<file path="config.mk">
export PLATFORM = sky130hd
export DESIGN_NAME = frac_rate_gen
export DESIGN_NICKNAME = d
export VERILOG_FILES = /design/src/rtl/frac_rate_pkg.sv /design/src/rtl/frac_rate_regs.sv /design/src/rtl/frac_rate_accum.sv /design/src/rtl/frac_rate_gen.sv
export SDC_FILE = /design/constraint.sdc
export NUM_CORES = 1
export LEC_CHECK = 0
export BUFFER_PORTS_ARGS = -buffer_cell sky130_fd_sc_hd__buf_2
export CAP_MARGIN = 20
export CORE_ASPECT_RATIO = 0.75
export CORE_UTILIZATION = 40
export DETAILED_ROUTE_END_ITERATION = 16
export HOLD_SLACK_MARGIN = 0.12
export PLACE_DENSITY = 0.71
export SETUP_SLACK_MARGIN = 0.3
export SYNTH_ARGS = -nofsm -noshare
export SYNTH_HDL_FRONTEND = slang
export SYNTH_SLANG_ARGS = --single-unit
</file>
<file path="constraint.sdc">
create_clock -name clk -period 6.1 [get_ports clk]
set_input_delay 0.61 -clock clk [delete_from_list [all_inputs] [get_ports clk]]
set_output_delay 0.61 -clock clk [all_outputs]
set_load 0.02 [all_outputs]
</file>
<file path="src/rtl/frac_rate_pkg.sv">
package frac_rate_pkg;
  // effective term from a stored field, optional plus-one encoding
  function automatic logic [32:0] eff_term(input logic [31:0] field, input logic plus_one);
    return {1'b0, field} + {32'd0, plus_one};
  endfunction

  // pass-through when a term is zero or the ratio is not below one
  function automatic logic pass_through(input logic [32:0] m, input logic [32:0] n);
    return (m == '0) || (n == '0) || (m >= n);
  endfunction

  // numerator small enough to be damaged by the dropped LSB pair
  function automatic logic tiny_num(input logic [32:0] m);
    return (m != '0) && (m < 33'd4);
  endfunction
endpackage

</file>
<file path="src/rtl/frac_rate_regs.sv">
module frac_rate_regs #(
  parameter int LO_W = 16,
  parameter int HI_W = 4,
  localparam int FW = LO_W + HI_W
) (
  input  logic          clk,
  input  logic          rst_n,
  input  logic          wr_en,
  input  logic          addr,
  input  logic [31:0]   wdata,
  output logic [31:0]   rdata,
  output logic [FW-1:0] m_act,
  output logic [FW-1:0] n_act,
  output logic          commit
);
  logic [HI_W-1:0] m_pend, n_pend;
  logic            hi_wr;

  assign hi_wr  = wr_en && addr;
  assign commit = wr_en && !addr;

  always_ff @(posedge clk or negedge rst_n) begin
    if (!rst_n) begin
      m_pend <= '0;
      n_pend <= '0;
      m_act  <= '0;
      n_act  <= '0;
    end else if (hi_wr) begin
      m_pend <= wdata[HI_W-1:0];
      n_pend <= wdata[16 +: HI_W];
    end else if (commit) begin
      m_act <= {m_pend, wdata[LO_W-1:0]};
      n_act <= {n_pend, wdata[16 +: LO_W]};
    end
  end

  always_comb begin
    rdata = '0;
    if (addr) begin
      rdata[HI_W-1:0]   = m_act[FW-1:LO_W];
      rdata[16 +: HI_W] = n_act[FW-1:LO_W];
    end else begin
      rdata[LO_W-1:0]   = m_act[LO_W-1:0];
      rdata[16 +: LO_W] = n_act[LO_W-1:0];
    end
  end

  p_high_pending_r3: assert property (@(posedge clk) disable iff (!rst_n)
    hi_wr |=> ($stable(m_act) && $stable(n_act)));
endmodule

</file>
<file path="src/rtl/frac_rate_accum.sv">
module frac_rate_accum #(
  parameter int EW = 21
) (
  input  logic          clk,
  input  logic          rst_n,
  input  logic          commit,
  input  logic          bypass,
  input  logic [EW-1:0] m_eff,
  input  logic [EW-1:0] n_eff,
  output logic          pulse
);
  logic [EW-1:0] acc_q;
  logic [EW:0]   sum;

  assign sum   = {1'b0, acc_q} + {1'b0, m_eff};
  assign pulse = !bypass && (sum >= {1'b0, n_eff});

  always_ff @(posedge clk or negedge rst_n) begin
    if (!rst_n)               acc_q <= '0;
    else if (commit || bypass) acc_q <= '0;
    else if (pulse)           acc_q <= EW'(sum - {1'b0, n_eff});
    else                      acc_q <= EW'(sum);
  end

  p_commit_clear_r4: assert property (@(posedge clk) disable iff (!rst_n)
    commit |=> (acc_q == '0));
  p_phase_below_n_r5: assert property (@(posedge clk) disable iff (!rst_n)
    !bypass |-> (acc_q < n_eff));
endmodule

</file>
<file path="src/rtl/frac_rate_gen.sv">
module frac_rate_gen #(
  parameter int LO_W       = 16,
  parameter int HI_W       = 4,
  parameter bit ZERO_BASED = 1'b0,
  localparam int FW = LO_W + HI_W,
  localparam int EW = FW + 1
) (
  input  logic        clk,
  input  logic        rst_n,
  input  logic        wr_en,
  input  logic        addr,
  input  logic [31:0] wdata,
  output logic [31:0] rdata,
  output logic        clk_en_out,
  output logic        bypass_active,
  output logic        low_num_flag
);
  import frac_rate_pkg::*;

  logic [FW-1:0] m_act, n_act;
  logic          commit, pulse;
  logic [32:0]   m_wide, n_wide;
  logic [EW-1:0] m_eff, n_eff;

  frac_rate_regs #(.LO_W(LO_W), .HI_W(HI_W)) u_regs (
    .clk(clk), .rst_n(rst_n), .wr_en(wr_en), .addr(addr), .wdata(wdata),
    .rdata(rdata), .m_act(m_act), .n_act(n_act), .commit(commit)
  );

  assign m_wide        = eff_term(32'(m_act), ZERO_BASED);
  assign n_wide        = eff_term(32'(n_act), ZERO_BASED);
  assign m_eff         = m_wide[EW-1:0];
  assign n_eff         = n_wide[EW-1:0];
  assign bypass_active = pass_through(m_wide, n_wide);
  assign low_num_flag  = tiny_num(m_wide);

  frac_rate_accum #(.EW(EW)) u_accum (
    .clk(clk), .rst_n(rst_n), .commit(commit), .bypass(bypass_active),
    .m_eff(m_eff), .n_eff(n_eff), .pulse(pulse)
  );

  assign clk_en_out = bypass_active || pulse;

  p_bypass_high_r6: assert property (@(posedge clk) disable iff (!rst_n)
    bypass_active |-> clk_en_out);
  p_flag_vs_bypass_r9: assert property (@(posedge clk) disable iff (!rst_n)
    (low_num_flag && !bypass_active) |-> (n_eff > m_eff));
endmodule

</file>
Yosys cells after proc, flatten, opt, wreduce, memory -nomap -nowiden

Cells that the tools add are included.

Logic and storage cells: 31
Flip-flop bits (word level): 69
Input port bits: 36
Output and inout port bits: 35

Muxes and demuxes: 6
Magnitude comparators: 3
Reductions and logical operators: 14
Add/subtract/negate cells: 2
Bitwise gates (word level): 1

Operators by type and width:

| operator              | number |
|---|---|
| $logic_not A33 Y1     | 2 |
| $mux W21              | 2 |
| $reduce_bool A33 Y1   | 1 |
| $mux W12              | 2 |
| $add A21 B20 Y22      | 1 |
| $ge A22 B20 Y1        | 1 |
| $sub A21 B20 Y21      | 1 |
| $ge A20 B20 Y1        | 1 |
| $lt A20 B3 Y1 const B | 1 |
| $mux W4               | 2 |
| $logic_and A1 B1 Y1   | 4 |
| $logic_or A1 B1 Y1    | 4 |
| $logic_not A1 Y1      | 2 |
| $reduce_and A2 Y1     | 1 |
| $not A1 Y1            | 1 |

Longest topological paths before layout

Gate-level depths: netlist (run 1).

Depth in word-level cells: 7
Gate-level depth with buffers: 18

Modules after synthesis

From an unflattened synthesis (run 1), not the netlist that was laid out.

Cell total of the unflattened synthesis: 612
Area, all modules: 6000.8 µm²

Modules (own cells, without submodules):

| module          | instances | cells an instance | area each (µm²) |
|---|---|---|---|
| frac_rate_accum | 1         | 386               | 3133.0 |
| frac_rate_regs  | 1         | 139               | 2255.9 |
| frac_rate_gen   | 1         | 87                | 611.8 |

Least setup slack after synthesis (run 1)

Ideal clock, no wire load.

Path kind: register to output
Start: reg u_regs.m_act[10]
End: out clk_en_out
Data arrival time: 4232 ps
Cell stages (with the launch flop): 18
Path buffers: 2
Path slack: 1258 ps
Cells stage by stage: dfrtp_1 ha_1 buf_6 and3_4 a221o_1 a31oi_1 a21boi_0 o41ai_1 xnor2_1 ha_1 nand4_1 or3_1 o41ai_1 nand3b_1 and2b_2 nor3_1 buf_2 o21ai_0

Longest elaborated chain between the ends: 6

RTL lines:

| element                                                                  | line                 | RTL |
|---|---|---|
| start, declared                                                          | frac_rate_regs.sv:12 | `output logic [FW-1:0] m_act,` |
| start signal, assigned                                                   | frac_rate_regs.sv:32 | `m_act <= {m_pend, wdata[LO_W-1:0]};` |
| parallel branches: the longest is 5 deep, another holds $add A21 B20 Y22 | -                    |  |
| $logic_or A1 B1 Y1 *                                                     | frac_rate_gen.sv:42  | `assign clk_en_out = bypass_active \|\| pulse;` |
| end, declared                                                            | frac_rate_gen.sv:14  | `output logic clk_en_out,` |

Mark *: on every way between the ends.

Final worst setup path (run 1)

Start: reg u_regs.m_act[11]
End: out clk_en_out

The elaborated chain is that of the path after synthesis.

==> results.md, run 1 <==
- The remaining global-route overflow is 0.
- The number of H-tree branching levels is 3.
- The die covers roughly 14000 sq um.
- The flow ran to the end, and the final reports show no timing, DRC or antenna violations.
- The via count of the first global-routing pass is roughly 4800.
- The tightest slew margin relative to the limit is between 30% and 40%.
- The post-synth net total is 750.
- Setup repair after global routing left no endpoint under its margin.
- Once layout is complete, the utilization of the core stands at between 40% and 50%.
- The total negative setup slack is 0 ps.
- The final hold violation count is 0.
- Wires add up to 16200 um.
- After detailed routing, the number of remaining DRC violations is 0.
- The initialized floorplan defines 36 standard-cell rows.
- The element type at the critical path end is an output port.
- For the worst-skew pair, the clock arrives at the later sink with an insertion delay of roughly 340 ps.
- The number of antenna violations at the first check in global routing is 0.
- After layout, the minimum clock period comes to roughly 5500 ps.
- The fraction of the cycle the final worst path needs is 90.9%.
- The measured slew at the worst slew-check pin is 915 ps.
- Final hold analysis gives a worst-case slack of about 460 ps.
- STA puts the critical path data required time at ~5500 ps.
- Yosys printed 0 warnings.
- The type of the setup path with the least slack is reg2out.
- The kind of launch point of the worst setup path is a flop.
- The first-pass GRT wire length is about 26000 um.
- In this run the count of I/O pins placed on the die edge is 71.
- The average cell area after synthesis is roughly 8.5 sq um.
- From left edge to right edge, the die measures between 100 and 150 um.
- After detailed routing, the number of vias per cell comes to 5.77.
- The iteration count of the initial detailed-routing pass is 5.
- The count of unique library cells instantiated by Yosys is between 60 and 70.
- Summing all multi-input logic gate instances after layout gives about 3600 sq um.
- STA puts the critical path data arrival time at just under 5000 ps.
- The number of buffers between clock root and the deepest sink is 2.
- Setup violations remaining at the end of the flow were counted as 0.
- The number of synthesized flops with an enable pin is 0.
- The number of fill cells in the layout is ~1300.
- The total of max-cap violations is 0.
- The share of layout cells above drive strength 1 is between 15 and 20%.
- The effective utilization at floorplan is between 40% and 50%.
- The logic depth of the worst register-to-register path is 16.
- Leaving out fill and tap cells, the most frequent cells in the layout are 118 x sky130_fd_sc_hd__nand2_1, 70 x sky130_fd_sc_hd__buf_2, 69 x sky130_fd_sc_hd__dfrtp_1, 56 x sky130_fd_sc_hd__ha_1, 48 x sky130_fd_sc_hd__nor2_1.
- At the end of the flow, the number of nets in the layout was between 800 and 900.
- The upper clock frequency limit is 180 MHz.
- The path class of the tightest hold or removal check is reg2reg.
- The routed layout has approximately 5200 vias.
- Measured along the y axis, the die boundary spans 104 um.
- The final antenna diode count is 0.
- The number of standard cells after synthesis is ~650.
- The library cell used as clock root buffer is sky130_fd_sc_hd__clkbuf_16.
- On the final layout, the worst clock skew is 6.96 ps.
- The placed wire-length estimate is between 10000 and 15000 um.
- Across the VDD grid, the largest voltage drop is ~210 uV.
- Along the worst path, the maximum fanout reaches 12.
- The placer's final routability congestion estimate is 0.965.
- Power spread over the standard cell area amounts to 532 nW/um^2.
- The most common library cell in the layout ignoring fill and taps is sky130_fd_sc_hd__nand2_1.
- The maximum number of pins on one net before global-route repair is 70.
- The area occupied by registers is 1730 sq um.
- After synthesis the cells add up to between 5000 and 6000 sq um.
- The clock edge transition at the registers on the reported setup and hold paths is ~60 ps.
- In this run the static leakage power is about 3.1 nW.
- The flip-flop cell with the highest count after synthesis is sky130_fd_sc_hd__dfrtp_1.
- In the post-synthesis netlist, the biggest area contributors are sky130_fd_sc_hd__dfrtp_1 31%, sky130_fd_sc_hd__ha_1 14%, sky130_fd_sc_hd__nand2_1 8.0%.
- The detail route stage leaves a number of antenna-violating nets equal to 0.
- The post-synthesis sequential element count is slightly below 70.
- The share of synthesized area in the top cell type comes to between 30% and 40%.
- The clock tree from TritonCTS is yes.
- The worst-case register-to-register setup slack is roughly 1100 ps.
- In this run the tool buffered the top-level ports with 70 buffer cells.
- The clock buffer count from CTS is 9.
- After detailed routing, the average wire length per cell comes to about 18 um.
- The number of DRC violations after detailed-routing iteration 0 is 556.
- Summed over all instances, the cell type with the most area after synthesis is sky130_fd_sc_hd__dfrtp_1.
- The clock net in this run drives a total of slightly below 70 sinks.
- The worst hold path passes through 2 cells.
- The register area share after synthesis is 31.2%.
- Of all flip-flops after synthesis, the portion carrying an async set or reset was 100%.
- From synthesis to final layout, the design area changed by 15.7%.
- The number of max-slew violations in the final report came to 0.
- The placeable core area is approximately 13000 sq um.
- The overall fraction of global-route tracks in use is 23.6%.
metal layers:
layer,wire length (um),global-route usage (%),vias to the layer above,part of all wire [%]
met2,6510,32.5,220,40
met3,1310,4.65,26,8.1
met4,359,7.76,0,2.2
li1,-,-,2486,-
met1,8070,36.0,2429,50
met5,0,0,-,0
what timing repair did:
item / in CTS / in global routing
hold buffers: 0 / 0
setup endpoints to repair: 1 / 1
gates resized for setup: 4 / 13
pin swaps: 1 / 0
cloned: 0 / 0
buffers inserted: 0 / 2
cells in the mapped netlist, drive strengths merged (2+ instances only):
cell	count
xnor2	22
a21boi	4
nor3	10
o2111ai	6
o41ai	6
o31ai	11
a21oi	34
mux2	13
nand3	10
nor3b	2
a31oi	3
nor2b	18
o211ai	7
nand2	118
nor2	49
or2	2
clkbuf	16
nor4	9
and3	2
nand4	6
dfrtp	69
a2111oi	2
inv	29
o21ai	46
fa	2
buf	7
a211o	3
a211oi	12
o21bai	4
or3	6
ha	60
xor2	6
o21a	9
mux2i	8
a21o	18
nand2b	6
a221o	3
power by group:
part / internal (mW) / switching [mW]
logic: 0.905 / 1.33
clock network: 0.320 / 0.217
registers: 0.558 / 0.0732
path summary, 6_finish.rpt:
check | from | endpoint
max | u_regs.m_act[11]$_DFFE_PN0P_ | clk_en_out
min | u_regs.m_pend[1]$_DFFE_PN0P_ | u_regs.m_act[17]$_DFFE_PN0P_
max reg2reg | u_regs.m_act[11]$_DFFE_PN0P_ | u_accum.acc_q[17]$_DFF_PN0_
min reg2reg | u_regs.m_pend[1]$_DFFE_PN0P_ | u_regs.m_act[17]$_DFFE_PN0P_
max in group asynchronous | rst_n | u_accum.acc_q[0]$_DFF_PN0_
min in group asynchronous | rst_n | u_regs.m_act[8]$_DFFE_PN0P_
worst max-delay path: stages (launching register included):
cell                       delay [ps]
sky130_fd_sc_hd__dfrtp_1          460
sky130_fd_sc_hd__ha_1             400
sky130_fd_sc_hd__and3_4           200
sky130_fd_sc_hd__a221o_1          350
sky130_fd_sc_hd__a31oi_2          220
sky130_fd_sc_hd__a21boi_1         170
sky130_fd_sc_hd__o41ai_2          400
sky130_fd_sc_hd__xnor2_1          190
sky130_fd_sc_hd__ha_2             410
sky130_fd_sc_hd__nand4_1          120
sky130_fd_sc_hd__or3_1            410
sky130_fd_sc_hd__o41ai_1          330
sky130_fd_sc_hd__nand3b_1         150
sky130_fd_sc_hd__and2b_4          180
sky130_fd_sc_hd__nor3b_2           50
sky130_fd_sc_hd__buf_4            180
sky130_fd_sc_hd__o21ai_1          180
sky130_fd_sc_hd__buf_2            190
flip-flops by register name (all words and copies together) (netlist names):
signal	flops
u_accum.acc_q	21
u_regs.m_act	20
u_regs.m_pend	4
u_regs.n_pend	4
u_regs.n_act	20
per-stage QoR:
stage / area [sq um] / cells / worst slack, ps / power [mW]
5_1_grt: 6400 / 894 / 333 / 3.63
4_1_cts: 6340 / 892 / 315 / 3.32
3_5_place_dp: 6030 / 876 / 606 / 2.75
6_report: 6400 / 894 / 554 / 3.40
2_1_floorplan: 5530 / 652 / 1260 / 2.28
3_3_place_gp: 6030 / 876 / 621 / 2.73
logic make-up after synthesis:
family,share of synthesized area [%]
fa+ha+maj,14.3
xor+xnor,4.43
mux,4.16
simple gates,20.3
buf+inv,4.14
flops,31.2
compound gates,21.5
cell type report:
class,count,share of cell area (%)
flip-flops and latches,69,27.0
well taps,171,3.35
inverters,29,1.70
clock inverters,6,1.12
clock buffers,10,3.58
multi-input cells,531,56.8
repair buffers,78,6.42
No activity file was read; power rests on OpenSTA's default activity.
==> run 2: changes to the inputs <==
--- a/config.mk
+++ b/config.mk
@@ -9,6 +9,7 @@
 export CAP_MARGIN = 20
 export CORE_ASPECT_RATIO = 0.75
 export CORE_UTILIZATION = 40
+export CTS_BUF_LIST = sky130_fd_sc_hd__clkbuf_8
 export DETAILED_ROUTE_END_ITERATION = 16
 export HOLD_SLACK_MARGIN = 0.12
 export PLACE_DENSITY = 0.71
==> results.md, run 2 (synthesis results as in run 1) <==
- Outcome: finished, final reports clean (unchanged).
- The placed wire-length estimate is 12200 um (unchanged).
- The library cell used as clock root buffer is sky130_fd_sc_hd__clkbuf_8 (was sky130_fd_sc_hd__clkbuf_16).
- The total negative setup slack is 0 ps (unchanged).
- The number of nets in the final layout is 817 (was 816).
- The final hold violation count is 0 (unchanged).
- The share of layout cells above drive strength 1 came to 18.2% (was 18.4%).
- The effective utilization at floorplan is 41.8% (unchanged).
- The minimum hold slack is 436 ps (was 457 ps).
- The clock tree from TritonCTS is yes (unchanged).
- The detail-routed net length per standard cell is 18.0 um (was 18.2 um).
- The worst hold path class is in2reg (was reg2reg).
- The logic depth of the worst register-to-register path was 16 (unchanged).
- The overall fraction of global-route tracks in use is 23.4% (was 23.6%).
- The end point of the most critical hold path is u_regs.m_act[11]$_DFFE_PN0P_ (was u_regs.m_act[17]$_DFFE_PN0P_).
- The share of the core filled with cells in the final layout is 47.5% (was 48.3%).
- The internal power of the cells is 1.65 mW (was 1.78 mW).
- The net switching power is 1.59 mW (was 1.62 mW).
- The first-pass GRT wire length is 25600 um (was 25700 um).
- The area growth from synthesis to layout is 13.8% (was 15.7%).
- The detailed-route vias per instance is 5.79 (was 5.77).
- The total I/O pin count came to 71 (unchanged).
- The peak fanout along the critical path is 12 (unchanged).
- The die outline area is 14300 sq um (unchanged).
- The type of the setup path with the least slack is reg2out (unchanged).
- The data required time of the critical path came to 5490 ps (about the same).
- The area occupied by registers is 1730 sq um (unchanged).
- The total number of vias is 5186 (was 5161).
- The data arrival time of the critical path was 4960 ps (was 4940 ps).
- The final antenna diode count is 0 (unchanged).
- The number of rows in the core area is 36 (unchanged).
- The clock skew after layout is 13.5 ps (was 6.96 ps).
- The number of flip-flops under the largest register name was 21 (unchanged).
- The number of nets with antenna violations after routing came to 0 (unchanged).
- The fraction of the cycle the final worst path needs is 91.3% (was 90.9%).
- The number of antenna violations at the first check in global routing is 0 (unchanged).
- The total of max-cap violations came to 0 (unchanged).
- The placeable core area is 13200 sq um (unchanged).
- The count of port buffers added during placement is 70 (unchanged).
- The maximum number of pins on one net before global-route repair is 70 (unchanged).
- The leakage component of the power is 3.06 nW (was 3.10 nW).
- The number of DRC violations after detailed-routing iteration 0 is 549 (was 556).
- The portion of total power attributed to the clock network is 12.0% (was 15.8%).
- The clock edge transition at the registers on the reported setup and hold paths came to 80 ps (was 60 ps).
- The instance area at placement was 6030 sq um (unchanged).
- The iteration count of the initial detailed-routing pass is 5 (unchanged).
- The ratio of total power to cell area came to 516 nW/um^2 (was 532 nW/um^2).
- The number of buffers between clock root and the deepest sink is 2 (unchanged).
- The remaining global-route overflow was 0 (unchanged).
- RSZ-0062 raised after global routing: false (unchanged).
- The number of design rule violations left after detail routing is 0 (unchanged).
- The number of setup violations in the final report is 0 (unchanged).
- The via count of the first global-routing pass is 4763 (was 4783).
- The capture point of the worst reg-to-reg path was u_accum.acc_q[17]$_DFF_PN0_ (unchanged).
- The element type at the critical path end is an output port (unchanged).
- The placer's final routability congestion estimate was 0.965 (unchanged).
- The kind of launch point of the worst setup path is a flop (unchanged).
- Registers with the most flip-flops: u_accum.acc_q x21, u_regs.m_act x20, u_regs.n_act x20 (unchanged).
- The area of the multi-input gates was 3620 sq um (was 3640 sq um).
- The total design power is 3.25 mW (was 3.40 mW).
- The combinational group share of total power is 68.7% (was 65.7%).
- The most common library cell in the layout ignoring fill and taps is sky130_fd_sc_hd__nand2_1 (unchanged).
- The worst-case register-to-register setup slack is 1120 ps (was 1110 ps).
- The width of the chip was 138 um (unchanged).
- The clock buffer count from CTS is 9 (unchanged).
- The number of max-slew violations in the final report is 0 (unchanged).
- The post-detailed-routing wire length is 16100 um (was 16200 um).
- The die outline height is 104 um (unchanged).
- The number of fill cells in the layout is 1298 (was 1287).
- The count of clock tree sinks is 69 (unchanged).
- The tightest slew margin relative to the limit is 39.0% (about the same).
- The register bank with the most flops is u_accum.acc_q (unchanged).
- The worst reg2reg path startpoint is u_regs.m_act[11]$_DFFE_PN0P_ (unchanged).
- Most frequent cells in the layout: 118 x sky130_fd_sc_hd__nand2_1, 70 x sky130_fd_sc_hd__buf_2, 69 x sky130_fd_sc_hd__dfrtp_1, 57 x sky130_fd_sc_hd__ha_1, 48 x sky130_fd_sc_hd__nor2_1 (was 118 x sky130_fd_sc_hd__nand2_1, 70 x sky130_fd_sc_hd__buf_2, 69 x sky130_fd_sc_hd__dfrtp_1, 56 x sky130_fd_sc_hd__ha_1, 48 x sky130_fd_sc_hd__nor2_1).
- The sequential share of power is 19.4% (was 18.5%).
- The startpoint of the tightest hold check path was wdata[11] (was u_regs.m_pend[1]$_DFFE_PN0P_).
- The share of total power consumed by net switching is 49.0% (was 47.6%).
- The upper clock frequency limit is 180 MHz (about the same).
- The number of H-tree branching levels was 3 (unchanged).
- The measured slew at the worst slew-check pin is 915 ps (about the same).
- The area of all placed cells without fillers is 6290 sq um (was 6400 sq um).
- The peak supply drop is 187 uV (was 205 uV).
- The final period demand of the worst path is 5570 ps (was 5550 ps).
- The clock insertion delay at the later pin of the skew report is 360 ps (was 340 ps).
- The number of cells on the worst hold path is 3 (was 2).
## run 2: metal layers
metal	vias up	GRT usage, %	wire (um)
li1	2485	-	-
met1	2475	35.9	7980
met2	208	32.6	6590
met3	18	5.38	1280
met4	0	5.36	228
met5	-	0	0
## run 2: critical path, cell delays in order, from the launching register on
cell                       delay [ps]
sky130_fd_sc_hd__dfrtp_1          470
sky130_fd_sc_hd__ha_1             410
sky130_fd_sc_hd__and3_4           200
sky130_fd_sc_hd__a221o_1          340
sky130_fd_sc_hd__a31oi_1          270
sky130_fd_sc_hd__a21boi_1         200
sky130_fd_sc_hd__o41ai_2          400
sky130_fd_sc_hd__xnor2_1          180
sky130_fd_sc_hd__ha_1             340
sky130_fd_sc_hd__nand4_1          110
sky130_fd_sc_hd__or3_1            410
sky130_fd_sc_hd__o41ai_1          340
sky130_fd_sc_hd__nand3b_1         150
sky130_fd_sc_hd__and2b_4          180
sky130_fd_sc_hd__nor3b_2           50
sky130_fd_sc_hd__buf_4            180
sky130_fd_sc_hd__o21ai_1          180
sky130_fd_sc_hd__buf_2            190
## run 2: layout make-up
type	count	share of cell area [%]
Tap cell	171	3.40
Timing Repair Buffer	79	6.64
Clock buffer	9	1.97
Sequential cell	69	27.4
Inverter	29	1.73
Clock inverter	7	1.19
Multi-Input combinational cell	531	57.6
## run 2: power by group through the flow
stage	combinational (mW)	clock [mW]	sequential, mW
2_1_floorplan	1.67	0	0.607
3_3_place_gp	2.10	0	0.633
3_5_place_dp	2.11	0	0.636
4_1_cts	2.14	0.397	0.627
5_1_grt	2.44	0.413	0.640
6_report	2.23	0.388	0.628
## run 2: what timing repair did
action | 4_1_cts | 5_1_grt
endpoints found under the setup margin | 1 | 1
pin swaps | 2 | 0
setup buffers | 1 | 2
hold buffers | 0 | 0
resized for setup | 3 | 12
## run 2: worst max-delay path by stage
stage,startpoint,endpoint,depth (start not counted)
finish,u_regs.m_act[11]$_DFFE_PN0P_,clk_en_out,17
global route,u_regs.m_act[11]$_DFFE_PN0P_,clk_en_out,17
CTS,u_regs.m_act[1]$_DFFE_PN0P_,clk_en_out,17
detailed placement,u_regs.m_act[10]$_DFFE_PN0P_,clk_en_out,17
global placement,u_regs.m_act[10]$_DFFE_PN0P_,clk_en_out,17
floorplan,u_regs.m_act[10]$_DFFE_PN0P_,clk_en_out,17
## run 2: through the flow
stage,instances,setup slack [ps]
after floorplan,652,1260
after global placement,876,621
after detailed placement,876,606
final,895,532
after global routing,895,296
after CTS,893,349
